$ cat config.mk
export PLATFORM = sky130hd
export DESIGN_NAME = spi_opcode_dispatch
export DESIGN_NICKNAME = d
export VERILOG_FILES = /design/src/rtl/spi_disp_pkg.sv /design/src/rtl/disp_match.sv /design/src/rtl/disp_ctrl.sv /design/src/rtl/spi_opcode_dispatch.sv
export SDC_FILE = /design/constraint.sdc
export NUM_CORES = 1
export LEC_CHECK = 0
export BUFFER_PORTS_ARGS = -buffer_cell sky130_fd_sc_hd__buf_2
export CORE_MARGIN = 5
export CORE_UTILIZATION = 38
export CTS_CLUSTER_DIAMETER = 30
export CTS_CLUSTER_SIZE = 8
export DETAILED_ROUTE_END_ITERATION = 6
export HOLD_SLACK_MARGIN = 0.15
export MAX_ROUTING_LAYER = met4
export PLACE_DENSITY = 0.87
export SETUP_SLACK_MARGIN = 0.2
export SYNTH_ARGS = -nofsm -noshare
export SYNTH_HDL_FRONTEND = slang
export SYNTH_SLANG_ARGS = --single-unit
$ cat constraint.sdc
create_clock -name clk -period 2 [get_ports clk]
set_clock_uncertainty 0.15 [all_clocks]
set_input_delay 0.5 -clock clk [delete_from_list [all_inputs] [get_ports clk]]
set_output_delay 0.5 -clock clk [all_outputs]
set_load 0.02 [all_outputs]
$ cat src/rtl/spi_disp_pkg.sv
package spi_disp_pkg;

  typedef enum logic [3:0] {
    StIdle    = 4'd0,
    StStatus  = 4'd1,
    StJedec   = 4'd2,
    StSfdp    = 4'd3,
    StReadCmd = 4'd4,
    StUpload  = 4'd5,
    StAddr4B  = 4'd6,
    StWrEn    = 4'd7,
    StWait    = 4'd8
  } dispState_e;

  localparam int NumDp    = 9;
  localparam int DpStatus = 0;
  localparam int DpJedec  = 1;
  localparam int DpSfdp   = 2;
  localparam int DpRead   = 3;
  localparam int DpUpload = 4;
  localparam int DpEn4B   = 5;
  localparam int DpEx4B   = 6;
  localparam int DpWrEn   = 7;
  localparam int DpWrDi   = 8;

  localparam int SlotJedec    = 3;
  localparam int SlotSfdp     = 4;
  localparam int SlotEn4B     = 5;
  localparam int SlotEx4B     = 6;
  localparam int SlotWrEn     = 7;
  localparam int SlotWrDi     = 8;
  localparam int SlotReadBase = 9;

  localparam logic [1:0] ModeFlash = 2'd1;
  localparam logic [1:0] ModePass  = 2'd2;

  localparam logic [1:0] PipeTwoHalf = 2'd2;
  localparam logic [1:0] PipeTwoFull = 2'd3;

  typedef struct packed {
    logic evalNow;
    logic dropCmd;
  } ctrlStrobe_t;

endpackage

$ cat src/rtl/disp_match.sv
module disp_match
  import spi_disp_pkg::*;
#(
  parameter int NumSlots = 17,
  parameter int IdxW     = $clog2(NumSlots)
) (
  input  logic                  clk,
  input  logic                  rstN,
  input  logic [7:0]            byteIn,
  input  logic [NumSlots-1:0]   slotValid,
  input  logic [NumSlots*8-1:0] slotOpcode,
  input  logic [NumSlots*2-1:0] slotPipe,
  input  ctrlStrobe_t           strobe,
  output logic                  hitAny,
  output logic [IdxW-1:0]       hitIdx,
  output logic                  twoStage
);

  logic [NumSlots-1:0] slotHit;
  logic [1:0]          pipeQ;

  for (genvar g = 0; g < NumSlots; g++) begin : gSlotCmp
    assign slotHit[g] = slotValid[g] && (slotOpcode[g*8 +: 8] == byteIn);
  end

  // Lowest index wins: scan from the top so the last hit written is the lowest.
  always_comb begin
    hitAny = 1'b0;
    hitIdx = '0;
    for (int i = NumSlots - 1; i >= 0; i--) begin
      if (slotHit[i]) begin
        hitAny = 1'b1;
        hitIdx = IdxW'(i);
      end
    end
  end

  always_ff @(posedge clk or negedge rstN) begin
    if (!rstN) begin
      pipeQ <= '0;
    end else if (strobe.dropCmd) begin
      pipeQ <= '0;
    end else if (strobe.evalNow) begin
      pipeQ <= hitAny ? slotPipe[int'(hitIdx)*2 +: 2] : 2'd0;
    end
  end

  assign twoStage = (pipeQ == PipeTwoHalf) || (pipeQ == PipeTwoFull);

  AST_ATTR_HELD: assert property (@(posedge clk) disable iff (!rstN)
    !strobe.evalNow && !strobe.dropCmd |=> $stable(pipeQ));
  AST_ATTR_DROPPED: assert property (@(posedge clk) disable iff (!rstN)
    strobe.dropCmd |=> !twoStage);

endmodule

$ cat src/rtl/disp_ctrl.sv
module disp_ctrl
  import spi_disp_pkg::*;
#(
  parameter int NumSlots = 17,
  parameter int NumRead  = 6,
  parameter int IdxW     = $clog2(NumSlots)
) (
  input  logic             clk,
  input  logic             rstN,
  input  logic [1:0]       mode,
  input  logic             byteValid,
  input  logic             csEnd,
  input  logic             enStatus,
  input  logic             enJedec,
  input  logic             enSfdp,
  input  logic             hitAny,
  input  logic [IdxW-1:0]  hitIdx,
  output ctrlStrobe_t      strobe,
  output dispState_e       state,
  output logic [NumDp-1:0] dpSel,
  output logic [2:0]       flags
);

  localparam int ReadEnd = SlotReadBase + NumRead;

  dispState_e       nState;
  logic [NumDp-1:0] nSel;
  logic [2:0]       nFlag;
  logic             active;
  logic             inFlash;

  assign inFlash        = (mode == ModeFlash);
  assign active         = inFlash || (mode == ModePass);
  assign strobe.evalNow = (state == StIdle) && active && byteValid && !csEnd;
  assign strobe.dropCmd = csEnd;

  always_comb begin
    nState = StWait;
    nSel   = '0;
    nFlag  = '0;
    if (hitAny) begin
      if (hitIdx < IdxW'(SlotJedec)) begin
        if (inFlash || enStatus) begin
          nState = StStatus; nSel[DpStatus] = 1'b1; nFlag[0] = !inFlash;
        end
      end else if (hitIdx == IdxW'(SlotJedec)) begin
        if (inFlash || enJedec) begin
          nState = StJedec; nSel[DpJedec] = 1'b1; nFlag[1] = !inFlash;
        end
      end else if (hitIdx == IdxW'(SlotSfdp)) begin
        if (inFlash || enSfdp) begin
          nState = StSfdp; nSel[DpSfdp] = 1'b1; nFlag[2] = !inFlash;
        end
      end else if (hitIdx == IdxW'(SlotEn4B)) begin
        nState = StAddr4B; nSel[DpEn4B] = 1'b1;
      end else if (hitIdx == IdxW'(SlotEx4B)) begin
        nState = StAddr4B; nSel[DpEx4B] = 1'b1;
      end else if (hitIdx == IdxW'(SlotWrEn)) begin
        nState = StWrEn; nSel[DpWrEn] = 1'b1;
      end else if (hitIdx == IdxW'(SlotWrDi)) begin
        nState = StWrEn; nSel[DpWrDi] = 1'b1;
      end else if (hitIdx < IdxW'(ReadEnd)) begin
        nState = StReadCmd; nSel[DpRead] = 1'b1;
      end else begin
        nState = StUpload; nSel[DpUpload] = 1'b1;
      end
    end
  end

  always_ff @(posedge clk or negedge rstN) begin
    if (!rstN) begin
      state <= StIdle;
      dpSel <= '0;
      flags <= '0;
    end else if (strobe.dropCmd) begin
      state <= StIdle;
      dpSel <= '0;
      flags <= '0;
    end else if (strobe.evalNow) begin
      state <= nState;
      dpSel <= nSel;
      flags <= nFlag;
    end
  end

  AST_SEL_ONEHOT: assert property (@(posedge clk) disable iff (!rstN)
    $onehot0(dpSel));
  AST_FLAG_ONEHOT: assert property (@(posedge clk) disable iff (!rstN)
    $onehot0(flags));
  AST_STATE_KNOWN: assert property (@(posedge clk) disable iff (!rstN)
    !$isunknown(state));
  AST_WAIT_QUIET: assert property (@(posedge clk) disable iff (!rstN)
    state == StWait |-> dpSel == '0 && flags == '0);
  AST_OFF_STAYS_IDLE: assert property (@(posedge clk) disable iff (!rstN)
    state == StIdle && !(mode == ModeFlash || mode == ModePass) |=> state == StIdle);
  AST_FLASH_NO_FLAG: assert property (@(posedge clk) disable iff (!rstN)
    state == StIdle && mode == ModeFlash |=> flags == '0);
  AST_HOLD: assert property (@(posedge clk) disable iff (!rstN)
    state != StIdle && !csEnd |=> $stable(state) && $stable(dpSel) && $stable(flags));
  AST_RELEASE: assert property (@(posedge clk) disable iff (!rstN)
    csEnd |=> state == StIdle && dpSel == '0 && flags == '0);

endmodule

$ cat src/rtl/spi_opcode_dispatch.sv
module spi_opcode_dispatch
  import spi_disp_pkg::*;
#(
  parameter int NumRead   = 6,
  parameter int NumUpload = 2,
  parameter int NumSlots  = SlotReadBase + NumRead + NumUpload
) (
  input  logic                  clk,
  input  logic                  rstN,
  input  logic [1:0]            mode,
  input  logic                  byteValid,
  input  logic [7:0]            byteIn,
  input  logic                  csEnd,
  input  logic                  intcptStatusEn,
  input  logic                  intcptJedecEn,
  input  logic                  intcptSfdpEn,
  input  logic [NumSlots-1:0]   slotValid,
  input  logic [NumSlots*8-1:0] slotOpcode,
  input  logic [NumSlots*2-1:0] slotPipe,
  output logic [3:0]            cmdState,
  output logic [NumDp-1:0]      dpSel,
  output logic                  intcptStatus,
  output logic                  intcptJedec,
  output logic                  intcptSfdp,
  output logic                  pipeTwoStage
);

  localparam int IdxW = $clog2(NumSlots);

  ctrlStrobe_t     strobe;
  logic            hitAny;
  logic [IdxW-1:0] hitIdx;
  dispState_e      state;
  logic [2:0]      flags;

  disp_match #(.NumSlots(NumSlots), .IdxW(IdxW)) uMatch (
    .clk       (clk),
    .rstN      (rstN),
    .byteIn    (byteIn),
    .slotValid (slotValid),
    .slotOpcode(slotOpcode),
    .slotPipe  (slotPipe),
    .strobe    (strobe),
    .hitAny    (hitAny),
    .hitIdx    (hitIdx),
    .twoStage  (pipeTwoStage)
  );

  disp_ctrl #(.NumSlots(NumSlots), .NumRead(NumRead), .IdxW(IdxW)) uCtrl (
    .clk      (clk),
    .rstN     (rstN),
    .mode     (mode),
    .byteValid(byteValid),
    .csEnd    (csEnd),
    .enStatus (intcptStatusEn),
    .enJedec  (intcptJedecEn),
    .enSfdp   (intcptSfdpEn),
    .hitAny   (hitAny),
    .hitIdx   (hitIdx),
    .strobe   (strobe),
    .state    (state),
    .dpSel    (dpSel),
    .flags    (flags)
  );

  assign cmdState     = state;
  assign intcptStatus = flags[0];
  assign intcptJedec  = flags[1];
  assign intcptSfdp   = flags[2];

endmodule

==> results_dict.tcl <==
set metrics [dict create \
    status "complete, but fails checks" \
    violations "setup timing" \
    syn_nets 582 \
    relSlewSlack_pct 71.3 \
    critical-path-top-delay-family "compound AO/OA/AOI/OAI gates" \
    path_buf_inv 3 \
    worst_slew_pin_slew_ps 427 \
    io_pins 221 \
    reg2regPathDepth 5 \
    top_layer "met4" \
    wire_per_inst_um 19.4 \
    dr.first_iter.drc_count 144 \
    dp_hpwl_mm 11.1 \
    numPortBuffers 203 \
    r2r_start "uCtrl.state[1]" \
    synth_area_um2 3060 \
    cts-htree-levels 1 \
    r2r-end "uMatch.pipeQ[1]" \
    worstSetupStartpointType "primary input" \
    dieArea_um2 9950 \
    ys_ff_latch 17 \
    endpoint "uMatch.pipeQ[1]" \
    wl_met1_mm 5.03 \
    place_congestion 0.936 \
    cts_sinks 17 \
    yosysWarningCount 0 \
    rsz0062_at_grt "true" \
    drtPass1Iterations 5 \
    finalHoldViolCount 0 \
    fmax_ghz 0.317 \
    fin_crit_sh_pct 158 \
    grt_pass1_vias 4756 \
    grt_max_degree 18 \
    drive_gt1_share_pct 59.2 \
    worstSetupEndpointType "flip-flop" \
    synth_cells 377 \
    reg2reg_slack_ps -290 \
    dp_slack_ps -1420 \
    slew_viol_final 0 \
    nFillCells 526 \
    cts_max_path_buffers 2 \
    antenna_found_initial 1 \
    setup.worst_path.start "byteIn[5]" \
    totalWireLength_mm 15.3 \
    drc 0 \
    grtUsageTotal_pct 29.6 \
    cp.required_ps 2010 \
    start_util_pct 39.4 \
    worstPathCellList "buf_12, buf_6, xor2_1, nor4_1, nand4_1, buf_4, nand3b_1, o211a_1, or2_1, a221oi_1, o21a_1, o41a_1, a31oi_1" \
    grt_overflow 0 \
    routed_via_density 5.57 \
    grt_pass1_wl_mm 22.7 \
    multi_input_area_um2 2830 \
    path_max_fanout 8 \
    ys_seq_area_share_pct 13.9 \
    p_leak_uw 0.00270 \
    path_depth 13 \
    power_density_nw_per_um2 278 \
    cts_root_buf "clkbuf_8" \
    seqCellArea_um2 425 \
    crit_arrival_ps 3170 \
    cts_made_buffers 3 \
    drv_cap 0 \
    synth_ff_type "dfrtp_1" \
    cp_slowest_cell "o41a_1" \
    hold_slack_ps 335 \
    synth_edf_count 0 \
    max_stage_delay_ps 400 \
    period_minus_slack_ps 3150 \
    min_path_type "reg2reg" \
    vias 4376 \
    path_class "in2reg" \
    clkTransAtPathRegs_ps 60 \
    irDropWorstVdd_mv 0.200 \
    area_growth_pct 84.2 \
    ys_async_sr_fraction_pct 100 \
    core_um2 7770 \
    cts_tree "yes" \
    core.rowCount 32 \
    dieWidth_um 99.7 \
    setup_viol 17 \
    wl_met3_mm 1.12 \
    worst_slack_ps -1150 \
    die_h_um 99.7 \
    synthDistinctLibCells 58 \
    worstSkewPairLatency_ps 250 \
    syn_area_per_cell_um2 8.11 \
    nets 889 \
    met2_length_mm 7.98 \
    ant_nets 0 \
]
-- cell usage after synthesis (5+ instances only) --
cell,count,share of area [%]
dfrtp_1,17,14
xor2_1,28,8.0
or3_1,6,1.2
inv_1,6,0.74
nor4_1,5,1.0
nand4_1,19,3.9
nand2_1,33,4.0
xnor2_1,104,30
buf_6,17,6.3
o21ai_0,9,1.5
nand3_1,20,3.3
nor3_1,23,3.8
nor2_1,19,2.3
-- per-stage QoR --
step                setup TNS, ps  power [µW]  instance area [µm²]  util [%]  cells
finish                     -15190        1570                 5640      72.6    786
CTS                        -13050        1490                 5390      69.4    777
floorplan                  -11340         798                 3180         -    377
detailed placement         -20790        1150                 4780      61.6    749
global route               -16860        1640                 5640      72.6    786
global placement           -19680        1110                 4780      61.6    749
-- sequential cells by signal, summed over array words and instances, names as in the netlist --
name and cells:
uMatch.pipeQ 1, uCtrl.flags 3, uCtrl.dpSel 9, uCtrl.state 4
-- worst min path at each step --
stage / from / end / slack [ps] / depth (start not counted)
after floorplan: rstN / uCtrl.dpSel[0] / 50 / 0
after global placement: rstN / uCtrl.flags[2] / 280 / 1
after detailed placement: rstN / uCtrl.flags[1] / 290 / 1
after CTS: uCtrl.dpSel[1] / uCtrl.dpSel[1] / 340 / 2
after global routing: csEnd / uCtrl.state[3] / 350 / 2
final: uCtrl.flags[1] / uCtrl.flags[1] / 340 / 1
-- kinds of logic (layout without fill, tap and decap cells) --
family | Yosys count | in the layout | share of synthesized area (%)
xor gates and xnor gates | 136 | 136 | 39.9
DFF | 17 | 17 | 13.9
and+or+nand+nor | 141 | 141 | 23.5
other | 0 | 1 | 0
AOI/OAI and AO/OA | 54 | 54 | 14.1
buffers and inverters | 26 | 332 | 7.48
adders and majority gates | 1 | 1 | 0.409
muxes | 2 | 2 | 0.654
-- power breakdown --
group          internal (µW)  total (µW)  leakage, µW  switching [µW]
registers                347         349     0.000237            2.22
logic                    519         961      0.00244             441
clock network            142         255    0.0000228             114
total                   1010        1570      0.00270             558
-- cell type report --
class	count	share of cell area (%)
inverters	6	0.400
diodes	1	0.0444
clock buffers	4	0.799
multi-input cells	334	50.2
flip-flops and latches	17	7.55
well taps	102	2.26
repair buffers	322	38.7
-- routing by layer --
metal	vias to the layer above	track usage, %
li1	1933	-
met1	2019	29.1
met2	309	53.9
met3	115	4.28
met4	0	18.8
met5	-	-
-- placed cells by master (no fill, tap or decap), types with 8 or more instances in the layout --
master   count
buf_2      194
xnor2_1     91
buf_4       84
buf_6       31
nand2_1     26
xor2_1      26
nand3_1     19
nand4_1     19
dfrtp_1     17
xnor2_2     16
nor2_1      14
nor3_1      11
nor3_2      10
buf_12       8
-- timing repair --
| action | in CTS | in global routing |
|---|---|---|
| buffers inserted | 23 | 8 |
| resized for setup | 92 | 34 |
| pin swaps | 41 | 23 |
| hold buffers | 1 | 0 |
| endpoints found under the hold margin | 17 | 0 |
| setup endpoints to repair | 17 | 17 |
Note: power is estimated with default switching activity, not from simulation.
